### config.mk
export PLATFORM = sky130hd
export DESIGN_NAME = char_line_buf
export DESIGN_NICKNAME = d
export VERILOG_FILES = /design/src/rtl/clb_pkg.sv /design/src/rtl/clb_lane_map.sv /design/src/rtl/clb_store.sv /design/src/rtl/clb_streamer.sv /design/src/rtl/char_line_buf.sv
export SDC_FILE = /design/constraint.sdc
export NUM_CORES = 1
export LEC_CHECK = 0
export BUFFER_PORTS_ARGS = -buffer_cell sky130_fd_sc_hd__buf_2
export CAP_MARGIN = 5
export CORE_ASPECT_RATIO = 0.8
export CORE_UTILIZATION = 45
export DETAILED_ROUTE_END_ITERATION = 6
export MAX_ROUTING_LAYER = met4
export PLACE_DENSITY_LB_ADDON = 0.2
export SLEW_MARGIN = 20
export SYNTH_ARGS = -nofsm -noshare
export SYNTH_HDL_FRONTEND = slang
export SYNTH_SLANG_ARGS = --single-unit
### constraint.sdc
create_clock -name clk_i -period 2.3 [get_ports clk_i]
set_input_delay 0.23 -clock clk_i [delete_from_list [all_inputs] [get_ports clk_i]]
set_output_delay 0.23 -clock clk_i [all_outputs]
set_load 0.05 [all_outputs]
### src/rtl/clb_pkg.sv
package clb_pkg;
  localparam logic [7:0] BLANK_CHAR = 8'h20;
  typedef enum logic [1:0] {SZ_B1 = 2'd0, SZ_B2 = 2'd1, SZ_B4 = 2'd2, SZ_B8 = 2'd3} acc_size_e;
endpackage

### src/rtl/clb_lane_map.sv
module clb_lane_map #(
  parameter int N      = 8,
  parameter int W      = 8,
  parameter int IDX_W  = $clog2(N),
  parameter int SIZE_W = $clog2(IDX_W + 1)
) (
  input  logic [IDX_W-1:0]  addr_i,
  input  logic [SIZE_W-1:0] size_i,
  input  logic [N*W-1:0]    wdata_i,
  input  logic [N*W-1:0]    line_i,
  output logic [N-1:0]      wen_o,
  output logic [N*W-1:0]    wline_o,
  output logic [N*W-1:0]    rdata_o
);
  logic [IDX_W:0] nbytes;
  assign nbytes = (IDX_W+1)'(1) << size_i;

  for (genvar e = 0; e < N; e++) begin : g_ent
    logic [IDX_W-1:0] k;  // access byte landing on entry e
    assign k = IDX_W'(e) - addr_i;
    assign wen_o[e] = {1'b0, k} < nbytes;
    assign wline_o[e*W +: W] = wdata_i[k*W +: W];
  end

  for (genvar i = 0; i < N; i++) begin : g_rd
    logic [IDX_W-1:0] idx;
    assign idx = IDX_W'(i) + addr_i;
    assign rdata_o[i*W +: W] = ((IDX_W+1)'(i) < nbytes) ? line_i[idx*W +: W] : '0;
  end
endmodule

### src/rtl/clb_store.sv
module clb_store #(
  parameter int N = 8,
  parameter int W = 8
) (
  input  logic           clk_i,
  input  logic           rst_ni,
  input  logic           we_i,
  input  logic [N-1:0]   wen_i,
  input  logic [N*W-1:0] wline_i,
  output logic [N*W-1:0] line_o
);
  for (genvar e = 0; e < N; e++) begin : g_ent
    always_ff @(posedge clk_i or negedge rst_ni) begin
      if (!rst_ni)                line_o[e*W +: W] <= '0;
      else if (we_i && wen_i[e]) line_o[e*W +: W] <= wline_i[e*W +: W];
    end
  end
endmodule

### src/rtl/clb_streamer.sv
module clb_streamer #(
  parameter int         N     = 8,
  parameter int         W     = 8,
  parameter int         IDX_W = $clog2(N),
  parameter logic [W-1:0] BLANK = W'(8'h20)
) (
  input  logic           clk_i,
  input  logic           rst_ni,
  input  logic           start_i,
  input  logic           blank_i,
  input  logic [N*W-1:0] line_i,
  output logic           busy_o,
  output logic           valid_o,
  output logic [W-1:0]   data_o,
  input  logic           ready_i
);
  logic             busy_q, blank_q;
  logic [IDX_W-1:0] cnt_q;

  always_ff @(posedge clk_i or negedge rst_ni) begin
    if (!rst_ni) begin
      busy_q  <= 1'b0;
      blank_q <= 1'b0;
      cnt_q   <= '0;
    end else if (!busy_q) begin
      if (start_i) begin
        busy_q  <= 1'b1;
        blank_q <= blank_i;
        cnt_q   <= '0;
      end
    end else if (ready_i) begin
      if (cnt_q == IDX_W'(N - 1)) busy_q <= 1'b0;
      else                        cnt_q  <= cnt_q + 1'b1;
    end
  end

  assign busy_o  = busy_q;
  assign valid_o = busy_q;
  assign data_o  = blank_q ? BLANK : line_i[cnt_q*W +: W];
endmodule

### src/rtl/char_line_buf.sv
module char_line_buf #(
  parameter int NUM_CHARS = 8,
  parameter int CHAR_W    = 8,
  localparam int IDX_W    = $clog2(NUM_CHARS),
  localparam int SIZE_W   = $clog2(IDX_W + 1),
  localparam int DATA_W   = NUM_CHARS * CHAR_W
) (
  input  logic              clk_i,
  input  logic              rst_ni,
  input  logic              req_i,
  input  logic              we_i,
  input  logic [IDX_W-1:0]  addr_i,
  input  logic [SIZE_W-1:0] size_i,
  input  logic [DATA_W-1:0] wdata_i,
  output logic              ready_o,
  output logic              rvalid_o,
  output logic [DATA_W-1:0] rdata_o,
  output logic              refresh_o,
  input  logic              link_up_i,
  output logic              chr_valid_o,
  output logic [CHAR_W-1:0] chr_data_o,
  input  logic              chr_ready_i
);
  import clb_pkg::*;

  logic [NUM_CHARS-1:0] wen;
  logic [DATA_W-1:0]    wline, line, rmap;
  logic busy, inited_q, init_need, init_go, wr_acc, rd_acc;

  assign init_need = link_up_i & ~inited_q;
  assign init_go   = init_need & ~busy;
  assign ready_o   = ~busy & ~init_need;  // blank fill wins over a write
  assign wr_acc    = req_i & we_i & ready_o;
  assign rd_acc    = req_i & ~we_i;

  clb_lane_map #(.N(NUM_CHARS), .W(CHAR_W), .IDX_W(IDX_W), .SIZE_W(SIZE_W)) u_map (
    .addr_i(addr_i), .size_i(size_i), .wdata_i(wdata_i), .line_i(line),
    .wen_o(wen), .wline_o(wline), .rdata_o(rmap)
  );

  clb_store #(.N(NUM_CHARS), .W(CHAR_W)) u_store (
    .clk_i(clk_i), .rst_ni(rst_ni), .we_i(wr_acc), .wen_i(wen),
    .wline_i(wline), .line_o(line)
  );

  clb_streamer #(.N(NUM_CHARS), .W(CHAR_W), .IDX_W(IDX_W),
                 .BLANK(CHAR_W'(BLANK_CHAR))) u_stream (
    .clk_i(clk_i), .rst_ni(rst_ni), .start_i(wr_acc | init_go), .blank_i(init_go),
    .line_i(line), .busy_o(busy), .valid_o(chr_valid_o), .data_o(chr_data_o),
    .ready_i(chr_ready_i)
  );

  always_ff @(posedge clk_i or negedge rst_ni) begin
    if (!rst_ni) begin
      inited_q  <= 1'b0;
      refresh_o <= 1'b0;
      rvalid_o  <= 1'b0;
      rdata_o   <= '0;
    end else begin
      inited_q  <= inited_q | init_go;
      refresh_o <= wr_acc;
      rvalid_o  <= rd_acc;
      if (rd_acc) rdata_o <= rmap;
    end
  end
endmodule

# Word level (Yosys, flattened, before mapping)
# Index checks and enable logic that the tools add are counted.
[op_classes]
n_shift = 18
eq_ne = 3
n_reduce_logical = 11
order_cmp = 16
n_mux = 17
n_addsub = 16
bitwise_logic = 12
[ops]
columns = ["op", "count"]
rows = [
  ["$shiftx A64 B7 Y8", 17],
  ["$mux W8", 9],
  ["$lt A3 B4 Y1", 8],
  ["$lt A3 B4 Y1 const A", 4],
  ["$add A3 B3 Y3 const A", 4],
  ["$mux W3", 4],
  ["$sub A3 B3 Y3 const A", 4],
  ["$logic_and A1 B1 Y1", 8],
  ["$lt A1 B4 Y1 const A", 2],
  ["$lt A2 B4 Y1 const A", 2],
  ["$add A2 B3 Y3 const A", 2],
  ["$and A1 B1 Y1", 6],
  ["$sub A1 B3 Y3 const A", 2],
  ["$sub A2 B3 Y3 const A", 2],
  ["$mux W1", 4],
  ["$ne A2 B2 Y1 const B", 2],
  ["$not A1 Y1", 4],
  ["$shl A1 B2 Y4 const A", 1],
  ["$add A1 B3 Y3 const A", 1],
  ["$add A3 B1 Y3 const B", 1],
  ["$eq A3 B3 Y1 const B", 1],
  ["$reduce_and A3 Y1", 1],
  ["$or A1 B1 Y1", 2],
  ["$reduce_and A2 Y1", 1],
  ["$reduce_bool A2 Y1", 1],
]
[word_totals]
wordCells = 108
in_bits = 75
output_inout_bits = 76
ff_bits = 136

# Logic depth before layout (Yosys ltp)
[logic_depth]
depth_word = 8
mapped_depth = 15

# By module
# From an unflattened synthesis, not the netlist that was laid out.
[hier_totals]
cells_unflattened = 1033
area_unflattened_um2 = 11677.4
[by_module_without_submodules]
columns = ["module", "cells_each", "area_per_inst_um2", "n_inst"]
rows = [
  ["clb_lane_map", 681, 5724.2, 1],
  ["char_line_buf", 148, 2767.7, 1],
  ["clb_store", 137, 2383.5, 1],
  ["clb_streamer", 67, 802.0, 1],
]

# Worst setup path after synthesis
# No wires, ideal clock.
[synth_timing]
path_kind = "input-to-reg"
start = "in addr_i[0]"
end = "reg u_store.line_o[16]"
stages = 15
slack_ps = -1253
t_required_ps = 2175
arrival_time_ps = 3429
setup_time_ps = 125
path_buffers = 7
cell_sequence = "buf_2 buf_6 buf_2 buf_2 inv_1 ha_1 buf_2 buf_2 buf_2 inv_1 ha_1 o21bai_1 o21ai_0 a21oi_2 mux2_2"
[synth_via]
elab_chain_len = 3
[synth_rtl]
columns = ["item", "line_no", "text"]
rows = [
  ["from (decl)", "char_line_buf.sv:12", "input logic [IDX_W-1:0] addr_i,"],
  ["$sub A2 B3 Y3 (*)", "clb_lane_map.sv:20", "assign k = IDX_W'(e) - addr_i;"],
  ["branches (longest 2 deep; another with $shiftx A64 B7 Y8)", "--", ""],
  ["to (signal, indexed assignment)", "clb_store.sv:15", "else if (we_i && wen_i[e]) line_o[e*W +: W] <= wline_i[e*W +: W];"],
  ["to (decl)", "clb_store.sv:10", "output logic [N*W-1:0] line_o"],
]
# Every way passes the cells marked *.
# A chain may end at the register's enable or synchronous reset.

# Worst setup path after layout
[layout_timing]
start = "reg u_stream.cnt_q[0]"
end = "out chr_data_o[5]"
[layout_via]
elab_chain_len = 2
[layout_rtl]
columns = ["item", "line_no", "text"]
rows = [
  ["from (decl)", "clb_streamer.sv:18", "logic [IDX_W-1:0] cnt_q;"],
  ["from (signal assigned)", "clb_streamer.sv:33", "else cnt_q <= cnt_q + 1'b1;"],
  ["$shiftx A64 B7 Y8", "clb_streamer.sv:39", "assign data_o = blank_q ? BLANK : line_i[cnt_q*W +: W];"],
  ["$mux W8", "clb_streamer.sv:39", ""],
  ["to (decl)", "char_line_buf.sv:21", "output logic [CHAR_W-1:0] chr_data_o,"],
]
# Every way passes these cells.

==> summary.md <==
* finished clean — run status
* 0 ns — Setup Total Neg Slack
* 3170 um — Met3 Routed Length
* chr_ready_i — startpoint of the most critical hold path
* sky130_fd_sc_hd__dfrtp_1 33%, sky130_fd_sc_hd__mux4_2 31%, sky130_fd_sc_hd__nand2_1 10% — dominant cells by area after synthesis
* 1070 nW/um2 — Power Dens Cells
* 43.6% — ratio of cells with drive above 1 in the final layout
* in -> reg — HP Class
* 151 — number of top-level pins
* 1342 — Post-Place Cells
* 150 — number of buffer cells added on primary ports
* 0.00740 ns — Final Skew
* 13000 um — met2 wire length
* 54.0% — Max-Slew Margin vs Limit
* 33.0% — area share of the leading cell type in the synthesized netlist
* 0.42 ns — clock latency at the later pin of the worst-skew pair
* 11700 um2 — Placement Cell Area
* 0 — global route total overflow
* sky130_fd_sc_hd__nand2_1 — cell with the most instances after synthesis
* 54.9% — post-route core utilization
* 49 — row cnt
* 14000 um — routed metal-1 wirelength
* 902 — Synth Instances
* 8376 — via count of the routed design
* built — TritonCTS clock tree
* 0 — Antenna Violating Nets Remaining
* 0.0383 ns — least setup slack across all paths after layout
* 0.690 ns — worst-margin pin slew
* primary output — crit path capture type
* 0.06 ns — clock-pin slew on the worst setup and hold paths
* true — unrepaired setup endpoints after global routing
* 4 — H-tree depth
* 12300 um2 — post-route cell area
* 100% — post-synthesis async set-or-reset flop share
* register — crit start category
* 23500 um2 — full die area
* 0.0770 ns — worst slack at placement
* 0 — Setup violations, final
* 0 — max cap viols
* 0 — Slew Limit Fails
* 37 — Synth cell types
* 19.6% — Area growth, synth to finish
* 0 — number of synthesized flops with an enable pin
* 0 — Synthesis Warnings
* 0 — antenna cell count
* 6.10 — detail-routed via count per cell
* 17 — number of buffers inserted during clock tree synthesis
* 0 — initial antenna violation count
* 2.26 ns — final period demand of the worst path
* 30600 um — Routed Wire Length
* 70 — pin count of the biggest net entering global routing
* 28.0% — global-route usage over all layers
* 45.9% — initial cell density of the core
* 46800 um — global-route wire length before repair
* 2.07 ns — Crit path required time
* 2.03 ns — arrival time reported for the critical path endpoint
* 136 — total clock sinks
* 13.2 mW — Pwr Total
* 10300 um2 — Netlist Area Pre-Place
* met4 — topmost layer with routed signal wires
* sky130_fd_sc_hd__dfrtp_1 — library cell occupying the most area in the post-synthesis netlist
* 985 — synthesized net count
* 0 — number of remaining DRC errors
* sky130_fd_sc_hd__dfrtp_1 — most instantiated flip-flop cell in the synthesis netlist
* 171 um — Die W
* 0.000591 V — IR Drop Worst-Case VDD
* 442 MHz — achievable frequency
* 0.865 — final RePlAce weighted congestion
* u_stream.cnt_q[0] — Critical Path Source
* u_stream.busy_o — worst reg2reg startpoint
* 136 — Yosys reg bits
* 17 — critical path fanouts, max
* 137 um — die height
* 2 — maximum buffer depth of the clock tree
* 7 — number of detailed-routing iterations run before antenna repair
* sky130_fd_sc_hd__clkbuf_16 — clock tree root driver cell
* 23500 um — estimated wirelength of the detail-placed design
* 816 — number of design-rule violations left by the first detailed-router iteration
* 0 — total count of hold-check failures in the final report
* 7700 — vias in the first global route
* 22400 um2 — floorplan core area
* 11.4 um2 — mean cell area of the mapped netlist
* reg -> out — Worst Path Class, Setup
* 1140 — net total in the final layout
* 5.65 nW — static leakage power
* 1374 — final instance count without filler cells
* 285 x sky130_fd_sc_hd__nand2_1, 144 x sky130_fd_sc_hd__mux4_2, 136 x sky130_fd_sc_hd__dfrtp_1, 65 x sky130_fd_sc_hd__mux2_2, 62 x sky130_fd_sc_hd__o21ai_0 — leading post-synthesis cells by instance count
* 0.0278 ns — worst slack on hold paths
* 33.0% — proportion of synthesized chip area in sequential cells
* 22.3 um — WL per Instance
* 98.3% — share of the clock period used by the worst path after layout
cells in the final DEF, fill, tap and decap left out, types with 7 or more instances in the layout:
master / netlist / routed
sky130_fd_sc_hd__nand2_1: 285 / 285
sky130_fd_sc_hd__clkbuf_16: 0 / 17
sky130_fd_sc_hd__nor2_1: 9 / 9
sky130_fd_sc_hd__dfrtp_1: 136 / 136
sky130_fd_sc_hd__mux2_2: 65 / 52
sky130_fd_sc_hd__buf_4: 0 / 47
sky130_fd_sc_hd__mux4_2: 144 / 144
sky130_fd_sc_hd__o21ai_0: 62 / 60
sky130_fd_sc_hd__inv_1: 9 / 7
sky130_fd_sc_hd__buf_2: 32 / 143
sky130_fd_sc_hd__a31oi_1: 8 / 8
sky130_fd_sc_hd__mux2i_1: 58 / 58
sky130_fd_sc_hd__mux2_4: 0 / 13
where the power goes:
part / switching, mW / internal (mW) / total (mW) / leakage, nW
logic: 3.31 / 2.84 / 6.15 / 3.57
clock network: 1.04 / 1.61 / 2.65 / 0.277
registers: 1.19 / 3.17 / 4.36 / 1.80
registers in the layout, summed over array words and instances, names as in the netlist:
signal	count
u_store.line_o	64
u_stream.busy_o	1
rvalid_o	1
inited_q	1
rdata_o	64
u_stream.cnt_q	3
u_stream.blank_q	1
refresh_o	1
routing by layer:
layer / track usage [%] / vias up
li1: - / 3673
met1: 41.5 / 4235
met2: 37.6 / 438
met3: 7.90 / 30
met4: 6.70 / 0
met5: - / -
path summary, 6_finish.rpt:
kind	to	slack, ns	cells past startpoint
hold reg to reg	inited_q	0.44	1
max in group asynchronous	u_store.line_o[61]	1.18	3
min in group asynchronous	rdata_o[47]	0.30	2
setup / recovery	chr_data_o[5]	0.04	5
setup reg to reg	u_store.line_o[29]	0.50	6
hold / removal	u_stream.busy_o	0.03	2
timing repair:
action | in CTS | in global routing
hold buffers | 1 | 0
buffers inserted | 0 | 1
setup endpoints to repair | 1 | 6
endpoints found under the hold margin | 37 | 0
pin swaps | 0 | 0
cloned | 0 | 0
gates resized for setup | 1 | 9
cell families (layout without fill, tap and decap cells):
kind of cell             count (synthesis)  in the layout  share of synthesized area [%]
buffers and inverters                   78            244                           3.38
AND/OR/NAND/NOR                        308            308                           11.7
adder cells (fa/ha/maj)                  8              8                          0.972
AO/OA/AOI/OAI                           99             99                           5.73
flip-flops                             136            136                           33.0
multiplexers                           267            267                           44.2
XOR/XNOR                                 6              6                          0.984
final cells by class:
class	count	area (um2)
Inverter	11	41.3
Fill cell	1959	10100
Timing Repair Buffer	203	1250
Tap cell	306	383
Clock inverter	7	68.8
Clock buffer	23	498
Sequential cell	136	3400
Multi-Input combinational cell	688	6670
worst max-delay path, cell delays in order (launching register included):
cell and delay, ns:
sky130_fd_sc_hd__dfrtp_1 0.40, sky130_fd_sc_hd__buf_12 0.19, sky130_fd_sc_hd__mux4_2 0.51, sky130_fd_sc_hd__nand2_1 0.08
sky130_fd_sc_hd__nand3b_1 0.19, sky130_fd_sc_hd__buf_6 0.22
(Power assumes the default switching activity.)
